[src/rtl/eth_txs_pkg.sv]
package eth_txs_pkg;

    typedef enum logic [2:0] {
        ST_IDLE,
        ST_PRE,
        ST_DATA,
        ST_PAD,
        ST_CRC
    } txs_state_e;

    typedef enum logic [1:0] {
        SRC_BUF,
        SRC_ZERO,
        SRC_CRC
    } txs_src_e;

    // Data length that padding must reach so the wire frame hits the minimum.
    function automatic int unsigned pad_goal(input int unsigned min_len,
                                             input int unsigned crc_len,
                                             input logic        no_crc);
        return no_crc ? min_len : (min_len - crc_len);
    endfunction

endpackage

[src/rtl/txs_counter.sv]
module txs_counter #(
    parameter int W = 4
) (
    input  logic         clk,
    input  logic         rst,
    input  logic         clr,
    input  logic         inc,
    output logic [W-1:0] cnt
);
    always_ff @(posedge clk) begin
        if (rst || clr) begin
            cnt <= '0;
        end else if (inc) begin
            cnt <= cnt + W'(1);
        end
    end
endmodule

[src/rtl/txs_out_mux.sv]
module txs_out_mux
    import eth_txs_pkg::*;
#(
    parameter int CRC_BYTES = 4,
    localparam int IDX_W = $clog2(CRC_BYTES)
) (
    input  txs_src_e               sel,
    input  logic [7:0]             buf_byte,
    input  logic [8*CRC_BYTES-1:0] crc_word,
    input  logic [IDX_W-1:0]       crc_idx,
    output logic [7:0]             out_byte
);
    logic [7:0] crc_lane [CRC_BYTES];

    for (genvar g = 0; g < CRC_BYTES; g++) begin : g_lane
        assign crc_lane[g] = crc_word[8*g +: 8];
    end

    always_comb begin
        case (sel)
            SRC_BUF:  out_byte = buf_byte;
            SRC_CRC:  out_byte = crc_lane[crc_idx];
            default:  out_byte = 8'h00;
        endcase
    end
endmodule

[src/rtl/eth_tx_sequencer.sv]
module eth_tx_sequencer
    import eth_txs_pkg::*;
#(
    parameter int MIN_FRAME  = 64,
    parameter int CRC_BYTES  = 4,
    parameter int PRE_CYCLES = 8,
    parameter int LEN_W      = 11
) (
    input  logic        clk,
    input  logic        rst,
    input  logic        cfg_tx_en,
    input  logic        cfg_pad_en,
    input  logic        cfg_no_crc,
    input  logic        cfg_mon_carrier,
    input  logic        cfg_stop_sqe,
    input  logic        frm_ready,
    input  logic [7:0]  buf_data,
    input  logic        buf_last,
    output logic        buf_rd,
    input  logic        carrier_in,
    input  logic        sqe_err,
    output logic        crc_req,
    input  logic [31:0] crc_value,
    output logic [7:0]  tx_data,
    output logic        tx_valid,
    output logic        frm_done,
    output logic        frm_abort,
    output logic        err_clr_en
);
    localparam int PH_MAX = (PRE_CYCLES > CRC_BYTES) ? PRE_CYCLES : CRC_BYTES;
    localparam int PH_W   = $clog2(PH_MAX);
    localparam int IDX_W  = $clog2(CRC_BYTES);
    localparam logic [LEN_W-1:0] GOAL_CRC = LEN_W'(pad_goal(MIN_FRAME, CRC_BYTES, 1'b0));
    localparam logic [LEN_W-1:0] GOAL_RAW = LEN_W'(pad_goal(MIN_FRAME, CRC_BYTES, 1'b1));

    txs_state_e       state_q, state_d;
    logic [PH_W-1:0]  phase_q;
    logic [LEN_W-1:0] len_q, len_next, goal;
    logic             done_q, abort_q, err_q;
    logic             hold, carrier_bad, sqe_stop, in_tx, pre_last, crc_last;
    logic             abort_now, need_pad;
    txs_src_e         src_sel;

    assign hold        = done_q || abort_q || err_q;
    assign carrier_bad = cfg_mon_carrier && !carrier_in;
    assign sqe_stop    = cfg_stop_sqe && sqe_err;
    assign in_tx       = (state_q == ST_DATA) || (state_q == ST_PAD) || (state_q == ST_CRC);
    assign pre_last    = (state_q == ST_PRE) && (phase_q == PH_W'(PRE_CYCLES - 1));
    assign crc_last    = (phase_q == PH_W'(CRC_BYTES - 1));
    assign len_next    = len_q + LEN_W'(1);
    assign goal        = cfg_no_crc ? GOAL_RAW : GOAL_CRC;
    assign need_pad    = cfg_pad_en && (len_next < goal);

    always_comb begin
        abort_now = 1'b0;
        if (state_q == ST_PRE) begin
            abort_now = sqe_stop || (pre_last && carrier_bad);
        end else if (in_tx) begin
            abort_now = sqe_stop || carrier_bad;
        end
    end

    assign tx_valid = in_tx && !abort_now;
    assign buf_rd   = (state_q == ST_DATA) && !abort_now;
    assign crc_req  = (state_q == ST_CRC) && (phase_q == '0) && !abort_now;

    always_comb begin
        state_d = state_q;
        case (state_q)
            ST_IDLE: if (cfg_tx_en && frm_ready && !hold) state_d = ST_PRE;
            ST_PRE: begin
                if (abort_now)     state_d = ST_IDLE;
                else if (pre_last) state_d = ST_DATA;
            end
            ST_DATA: begin
                if (abort_now)        state_d = ST_IDLE;
                else if (buf_last) begin
                    if (need_pad)         state_d = ST_PAD;
                    else if (!cfg_no_crc) state_d = ST_CRC;
                    else                  state_d = ST_IDLE;
                end
            end
            ST_PAD: begin
                if (abort_now)              state_d = ST_IDLE;
                else if (len_next >= goal)  state_d = cfg_no_crc ? ST_IDLE : ST_CRC;
            end
            ST_CRC: begin
                if (abort_now)     state_d = ST_IDLE;
                else if (crc_last) state_d = ST_IDLE;
            end
            default: state_d = ST_IDLE;
        endcase
    end

    always_ff @(posedge clk) begin
        if (rst) begin
            state_q <= ST_IDLE;
            done_q  <= 1'b0;
            abort_q <= 1'b0;
            err_q   <= 1'b0;
        end else begin
            state_q <= state_d;
            done_q  <= tx_valid && (state_d == ST_IDLE);
            abort_q <= abort_now;
            err_q   <= abort_now || sqe_stop;
        end
    end

    assign frm_done   = done_q;
    assign frm_abort  = abort_q;
    assign err_clr_en = err_q;

    txs_counter #(.W(PH_W)) u_phase (
        .clk (clk),
        .rst (rst),
        .clr (state_d != state_q),
        .inc (1'b1),
        .cnt (phase_q)
    );

    txs_counter #(.W(LEN_W)) u_len (
        .clk (clk),
        .rst (rst),
        .clr (state_q == ST_IDLE),
        .inc (tx_valid && (state_q != ST_CRC)),
        .cnt (len_q)
    );

    always_comb begin
        case (state_q)
            ST_PAD:  src_sel = SRC_ZERO;
            ST_CRC:  src_sel = SRC_CRC;
            default: src_sel = SRC_BUF;
        endcase
    end

    txs_out_mux #(.CRC_BYTES(CRC_BYTES)) u_mux (
        .sel      (src_sel),
        .buf_byte (buf_data),
        .crc_word (crc_value[8*CRC_BYTES-1:0]),
        .crc_idx  (phase_q[IDX_W-1:0]),
        .out_byte (tx_data)
    );
endmodule

[config.mk]
export PLATFORM = sky130hd
export DESIGN_NAME = eth_tx_sequencer
export DESIGN_NICKNAME = d
export VERILOG_FILES = /design/src/rtl/eth_txs_pkg.sv /design/src/rtl/txs_counter.sv /design/src/rtl/txs_out_mux.sv /design/src/rtl/eth_tx_sequencer.sv
export SDC_FILE = /design/constraint.sdc
export NUM_CORES = 1
export LEC_CHECK = 0
export BUFFER_PORTS_ARGS = -buffer_cell sky130_fd_sc_hd__buf_2
export CELL_PAD_IN_SITES_DETAIL_PLACEMENT = 1
export CELL_PAD_IN_SITES_GLOBAL_PLACEMENT = 1
export CORE_ASPECT_RATIO = 0.6
export CORE_MARGIN = 2
export CORE_UTILIZATION = 38
export CTS_CLUSTER_DIAMETER = 40
export CTS_CLUSTER_SIZE = 25
export DETAILED_ROUTE_END_ITERATION = 12
export MAX_ROUTING_LAYER = met4
export PLACE_DENSITY_LB_ADDON = 0.1
export SKIP_CTS_REPAIR_TIMING = 1
export SKIP_LAST_GASP = 1
export SYNTH_ARGS = -nofsm -noshare
export SYNTH_HDL_FRONTEND = slang
export SYNTH_SLANG_ARGS = --single-unit
[constraint.sdc]
create_clock -name clk -period 8.8 [get_ports clk]
set_clock_uncertainty 0.2 [all_clocks]
set_input_delay 1.76 -clock clk [delete_from_list [all_inputs] [get_ports clk]]
set_output_delay 1.76 -clock clk [all_outputs]
set_load 0.03 [all_outputs]
==> results of run 1 <==
## synthesized netlist by cell type (2+ instances only)
library cell,instances
or3_1,4
inv_1,7
clkbuf_1,6
buf_4,2
xor2_1,8
nand3_1,9
nor2_1,35
nand3b_1,2
mux4_2,8
buf_6,3
nand2_1,15
nor2b_1,2
or2b_2,2
nor3_1,8
a211oi_1,9
and3_1,2
nand2b_1,2
a31oi_1,3
o21ai_0,6
a21oi_1,9
and4_1,2
nand4_1,3
dfxtp_1,20
ha_1,10
xnor2_1,7
## metrics by stage
| step | util (%) | instances | total power [mW] |
|---|---|---|---|
| global route | 49.0 | 320 | 0.240 |
| floorplan | - | 205 | 0.135 |
| detailed placement | 47.7 | 316 | 0.154 |
| finish | 49.0 | 320 | 0.227 |
| CTS | 49.0 | 320 | 0.229 |
| global placement | 47.7 | 316 | 0.153 |
## cells by family (layout without fill, tap and decap cells)
logic type               after synthesis  in the layout
XOR/XNOR                              15             15
buffers and inverters                 21             76
multiplexers                          10             10
flip-flops                            20             20
adder cells (fa/ha/maj)               10             10
AO/OA/AOI/OAI                         33             33
AND/OR/NAND/NOR                       96             96
## state kept, by name, summed over array words and instances, names as in the netlist
| register | cells |
|---|---|
| err_clr_en | 1 |
| u_len.cnt | 11 |
| u_phase.cnt | 3 |
| frm_abort | 1 |
| frm_done | 1 |
| state_q | 3 |
## critical path, delay by kind of cell
family / cells / cell delay (ns)
buffers and inverters: 3 / 0.51
AO/OA/AOI/OAI: 1 / 0.06
AND/OR/NAND/NOR: 3 / 0.61
## area by class of cell
| cell class | instances | area (um^2) | area share [%] |
|---|---|---|---|
| clock buffer | 4 | 55.1 | 2.67 |
| inverter | 7 | 26.3 | 1.27 |
| multi-input combinational | 164 | 1180 | 57.1 |
| sequential | 20 | 400 | 19.4 |
| tap | 60 | 75.1 | 3.64 |
| timing repair buffer | 65 | 328 | 15.9 |
## final timing paths
| path | endpoint | slack [ns] | startpoint |
|---|---|---|---|
| setup / recovery | buf_rd | 3.88 | cfg_stop_sqe |
| hold / removal | u_len.cnt[1] | 0.34 | u_len.cnt[1] |
| setup reg to reg | u_phase.cnt[0] | 5.40 | u_len.cnt[0] |
| hold reg to reg | u_len.cnt[1] | 0.34 | u_len.cnt[1] |
## metal layers
| layer | track usage, % | routed length [um] | vias up |
|---|---|---|---|
| met2 | 31.3 | 2190 | 55 |
| met5 | - | 0 | - |
| met3 | 5.42 | 344 | 4 |
| met1 | 34.2 | 2700 | 804 |
| li1 | - | - | 843 |
| met4 | 3.30 | 25 | 0 |
## power by group
part | internal (mW) | switching, mW
Combinational | 0.0276 | 0.0244
Clock | 0.0400 | 0.0354
Sequential | 0.0926 | 0.00737
Total | 0.160 | 0.0671
==> key figures, run 1 <==
Status
  – Outcome: complete, no violations

Drt
  – Vias: 1706
  – Initial DRC count: 128
  – DRT Pass-1 Iters: 4
  – Post-DRT Antenna Nets: 0
  – Via density: 5.33
  – Drt wl/cell: 16.4 um
  – Detailed Route WL: 5.26 mm
  – DRC: 0

Timing
  – Period utilization: 55.9%
  – Slew HR: 57.8%
  – Fmax: 0.203 GHz
  – Sum Neg Setup Slack: 0 ns
  – Fin crit period: 4.92 ns
  – Finish-stage setup viols: 0
  – Slew @ Worst Pin: 0.632 ns
  – Setup ws final: 3.88 ns
  – Final Hold Fails: 0
  – Hold slack final: 0.340 ns
  – Slew Viols, Final: 0
  – RSZ-0062 raised after global routing: no

Finish
  – # diodes: 0
  – Layout cells sized above 1: 33.8%
  – Area growth, synth to finish: 21.4%
  – Commonest non-fill, non-tap cell in the layout: buf_2
  – Design area: 2060 um^2
  – Final nets: 322
  – Most frequent cells in the layout: buf_2 (64), nor2_1 (35), dfxtp_1 (20)
  – Fillers: 548

Place
  – Post-DP HPWL: 4.32 mm
  – Place WS: 3.90 ns
  – Routability cong.: 0.833
  – Post-DP Area: 2010 um^2
  – IO buf count: 64

Synthesis
  – Post-Syn Nets: 266
  – Mapped cell area: 1700 um^2
  – Unique masters post-synth: 46
  – Area share of fa/ha/maj cells after synthesis: 7.36%
  – Simple logic cell fraction of the synthesized area: 29.9%
  – Post-synthesis sequential area ratio: 23.6%
  – Synth top area share: 23.6%
  – Syn Area/Cell: 8.29 um^2
  – Synth Area in Compound Gates: 12.2%
  – Ys async rst share: 0%
  – Synth Flop Type: dfxtp_1
  – Mapped Cells: 205
  – Number of synthesized flops with an enable pin: 0
  – Multiplexer area fraction after synthesis: 12.1%
  – Number of warnings issued by yosys: 0
  – Area contributors post-synth: dfxtp_1 (24%), mux4_2 (11%), nor2_1 (7.7%)
  – Main combinational cell family by area after synthesis: simple AND/OR/NAND/NOR gates
  – Yosys top cell by area: dfxtp_1
  – Number of synthesized register bits: 20
  – Synth Area in XOR/XNOR: 7.73%

Clock tree
  – CTS clk-pin slew, worst paths: 0.08 ns
  – CTS tree: yes
  – Clock Latency Late Sink: 0.27 ns
  – Clk buf depth: 2
  – Clock sinks: 20
  – CTS buffer count: 3
  – H-tree levels: 1
  – Clk root buf: clkbuf_8

Run
  – Max_cap viols: 0

Setup path
  – Setup CP Type: input port to output port
  – CP peak stage delay: 0.35 ns
  – CP startpoint kind: input port
  – Reg2Reg Depth: 12
  – Worst endpoint required time: 6.84 ns
  – CP max FO: 11
  – Arr. time, crit path: 2.96 ns
  – Critical Path End Type: output port
  – Cell Chain, Critical Path: buf_2 > nand2_1 > o21ai_1 > buf_4 > or2_2 > nor2_1 > buf_2
  – Most frequent CP cell: buf_2
  – Slowest-stage cell, CP: or2_2

Global route
  – Number of global-route vias before repair: 1697
  – GRT overflow: 0
  – GRT Util Overall: 22.7%
  – Initial antenna violation count: 0
  – Largest net degree at the start of global routing: 21
  – Global-route wire length before repair: 8.89 mm

Floorplanning
  – Core ar.: 4210 um^2
  – # IOs: 65
  – Initial Utilization: 40.3%
  – Die Y: 55.8 um
  – Total die area: 5040 um^2
  – # rows: 18
  – Die X: 90.3 um

Worst hold path
  – Worst min-delay path category: flip-flop to flip-flop
  – Hold path cells: 2

Power
  – Leak: 0.867 nW
  – Power per cell area: 110 nW/um^2
  – Peak supply drop: 54.5 uV
(Power assumes the default switching activity.)
==> run 2, diff against run 1 <==
--- a/config.mk
+++ b/config.mk
@@ -10,7 +10,7 @@
 export CELL_PAD_IN_SITES_GLOBAL_PLACEMENT = 1
 export CORE_ASPECT_RATIO = 0.6
 export CORE_MARGIN = 2
-export CORE_UTILIZATION = 38
+export CORE_UTILIZATION = 32
 export CTS_CLUSTER_DIAMETER = 40
 export CTS_CLUSTER_SIZE = 25
 export DETAILED_ROUTE_END_ITERATION = 12
==> constraint.sdc (replaced) <==
create_clock -name clk -period 4.1 [get_ports clk]
set_clock_uncertainty 0.2 [all_clocks]
set_input_delay 0.82 -clock clk [delete_from_list [all_inputs] [get_ports clk]]
set_output_delay 0.82 -clock clk [all_outputs]
set_load 0.03 [all_outputs]
==> run 2 against run 1 <==
Against the previous run: core utilization shrank 7.9 points; global-route usage shrank 4.8 points; clock-buffer cell count is the same; highest routed layer unchanged; flip-flop and latch count is the same; sequential power grew 110%; die area grew 18%; sequential share of layout area shrank 0.21 points; non-clock buffer count grew 2; combinational power grew 130%; clock power grew 110%; critical endpoint unchanged.
==> key figures, run 2 (same netlist as run 1, synthesis figures left out) <==
Clock tree
  – Clk root buf: clkbuf_8
  – Clock sinks: 20 (unchanged)
  – CTS tree: yes
  – H-tree levels: 1 (unchanged)
  – Clk buf depth: 2 (unchanged)
  – Clock Latency Late Sink: 0.27 ns (about the same)
  – CTS buffer count: 3 (unchanged)
  – CTS clk-pin slew, worst paths: 0.07 ns (about the same)

Status
  – Outcome: complete, no violations

Finish
  – Area growth, synth to finish: 22.7%
  – Design area: 2080 um^2 (+1.1%)
  – Largest Register: u_len.cnt
  – Commonest non-fill, non-tap cell in the layout: buf_2
  – Layout cells sized above 1: 34.4% (+0.50 points)
  – Max FFs per register: 11 (unchanged)
  – Most frequent cells in the layout: buf_2 (64), nor2_1 (35), dfxtp_1 (20)
  – Biggest regs: u_len.cnt: 11 flops, state_q: 3 flops, u_phase.cnt: 3 flops
  – Fillers: 649 (+18%)
  – Final nets: 324 (+0.62%)
  – # diodes: 0 (unchanged)

Setup path
  – Worst endpoint required time: 3.08 ns (-3.76 ns)
  – Cell Chain, Critical Path: ha_1 > ha_1 > nor4b_2 > o21ai_1 > or2_2 > nor2_1 > buf_2
  – CP max FO: 11 (unchanged)
  – Setup CP Type: flip-flop to output port
  – Most frequent CP cell: ha_1
  – Critical Path End Type: output port
  – CP startpoint kind: flip-flop
  – Arr. time, crit path: 2.55 ns (-0.41 ns)
  – CP peak stage delay: 0.49 ns (+0.14 ns)
  – Slowest-stage cell, CP: dfxtp_1

Timing
  – Slew @ Worst Pin: 0.585 ns (-0.0465 ns)
  – Finish-stage setup viols: 0 (unchanged)
  – Final Hold Fails: 0 (unchanged)
  – Period utilization: 87.0%
  – Sum Neg Setup Slack: 0 ns (unchanged)
  – Fmax: 0.280 GHz
  – RSZ-0062 raised after global routing: no
  – Slew Viols, Final: 0 (unchanged)
  – Fin crit period: 3.57 ns
  – Slew HR: 60.9% (+3.1 points)

Drt
  – Initial DRC count: 61 (-52%)
  – DR top layer: met4
  – Via density: 5.10 (-4.3%)
  – Detailed Route WL: 5.14 mm (-2.1%)
  – Vias: 1674 (-1.9%)
  – DRC: 0 (unchanged)
  – Post-DRT Antenna Nets: 0 (unchanged)
  – Metal-1 WL: 2.93 mm (+8.6%)
  – Met3 WL: 223 um (-35%)
  – Drt wl/cell: 15.7 um (-4.5%)
  – WL met2: 1.95 mm (-11%)
  – DRT Pass-1 Iters: 4 (unchanged)

Power
  – Power per cell area: 232 nW/um^2 (+110%)
  – Peak supply drop: 89.2 uV (+64%)
  – Leak: 0.878 nW (+1.2%)

Floorplanning
  – # rows: 20 (+2)
  – Die X: 98.1 um (+8.6%)
  – # IOs: 65 (unchanged)
  – Initial Utilization: 33.4% (-6.9 points)
  – Die Y: 60.4 um (+8.3%)
  – Total die area: 5930 um^2 (+18%)
  – Core ar.: 5080 um^2 (+21%)

Place
  – Post-DP Area: 2030 um^2 (+1.1%)
  – Post-DP HPWL: 4.25 mm (-1.5%)
  – Routability cong.: 0.842 (+1.1%)
  – IO buf count: 64 (unchanged)

Global route
  – Initial antenna violation count: 0 (unchanged)
  – GRT Util Overall: 17.9% (-4.8 points)
  – Number of global-route vias before repair: 1541 (-9.2%)
  – GRT overflow: 0 (unchanged)
  – Largest net degree at the start of global routing: 13 (-38%)
  – Global-route wire length before repair: 7.96 mm (-10%)

Run
  – Max_cap viols: 0 (unchanged)

Worst hold path
  – Worst min-delay path category: flip-flop to flip-flop
==> run 2: cell types whose count changed in the layout (fill, tap and decap cells not counted), sizes merged <==
cell,previous run,this run
buf,65,67
==> run 2: final timing paths <==
check                           slack (ns)            from  cells past startpoint             end
worst min-delay path                  0.32    u_len.cnt[1]                      2    u_len.cnt[1]
worst min register to register        0.32    u_len.cnt[1]                      2    u_len.cnt[1]
worst max-delay path                  0.53  u_phase.cnt[0]                      7          buf_rd
worst max register to register        0.88    u_len.cnt[0]                     12  u_phase.cnt[0]
==> run 2: power breakdown <==
| part | total, mW | switching (mW) | internal (mW) |
|---|---|---|---|
| Combinational | 0.118 | 0.0573 | 0.0605 |
| Sequential | 0.212 | 0.0130 | 0.199 |
| Clock | 0.155 | 0.0694 | 0.0857 |
| Total | 0.485 | 0.140 | 0.345 |
==> run 2: final cells by class <==
| class | count | area [um^2] | share of cell area [%] |
|---|---|---|---|
| clock buffers | 4 | 55.1 | 2.64 |
| inverters | 7 | 26.3 | 1.26 |
| multi-input cells | 164 | 1180 | 56.5 |
| flip-flops and latches | 20 | 400 | 19.2 |
| well taps | 66 | 82.6 | 3.96 |
| repair buffers | 67 | 343 | 16.4 |
==> run 2: per-layer routing <==
metal / vias up / track usage, %
met5: - / -
met4: 0 / 3.57
met3: 4 / 3.23
met2: 33 / 21.8
met1: 791 / 29.1
li1: 846 / -
==> run 2: metrics by stage <==
stage	worst slack, ns	power [mW]	hold slack [ns]	util (%)	instances
6_report	0.535	0.485	0.316	41.0	328
2_1_floorplan	0.793	0.291	0.265	-	205
3_5_place_dp	0.780	0.335	0.304	40.0	324
5_1_grt	0.234	0.511	0.348	41.0	328
3_3_place_gp	0.774	0.335	0.288	40.0	324
4_1_cts	0.480	0.492	0.315	41.0	328
==> run 2: critical path, delay by kind of cell, from the launching register on <==
kind	cells	cell delay, ns
flip-flops	1	0.49
AO/OA/AOI/OAI	1	0.18
AND/OR/NAND/NOR	3	0.85
buffers and inverters	1	0.22
adder cells (fa/ha/maj)	2	0.55
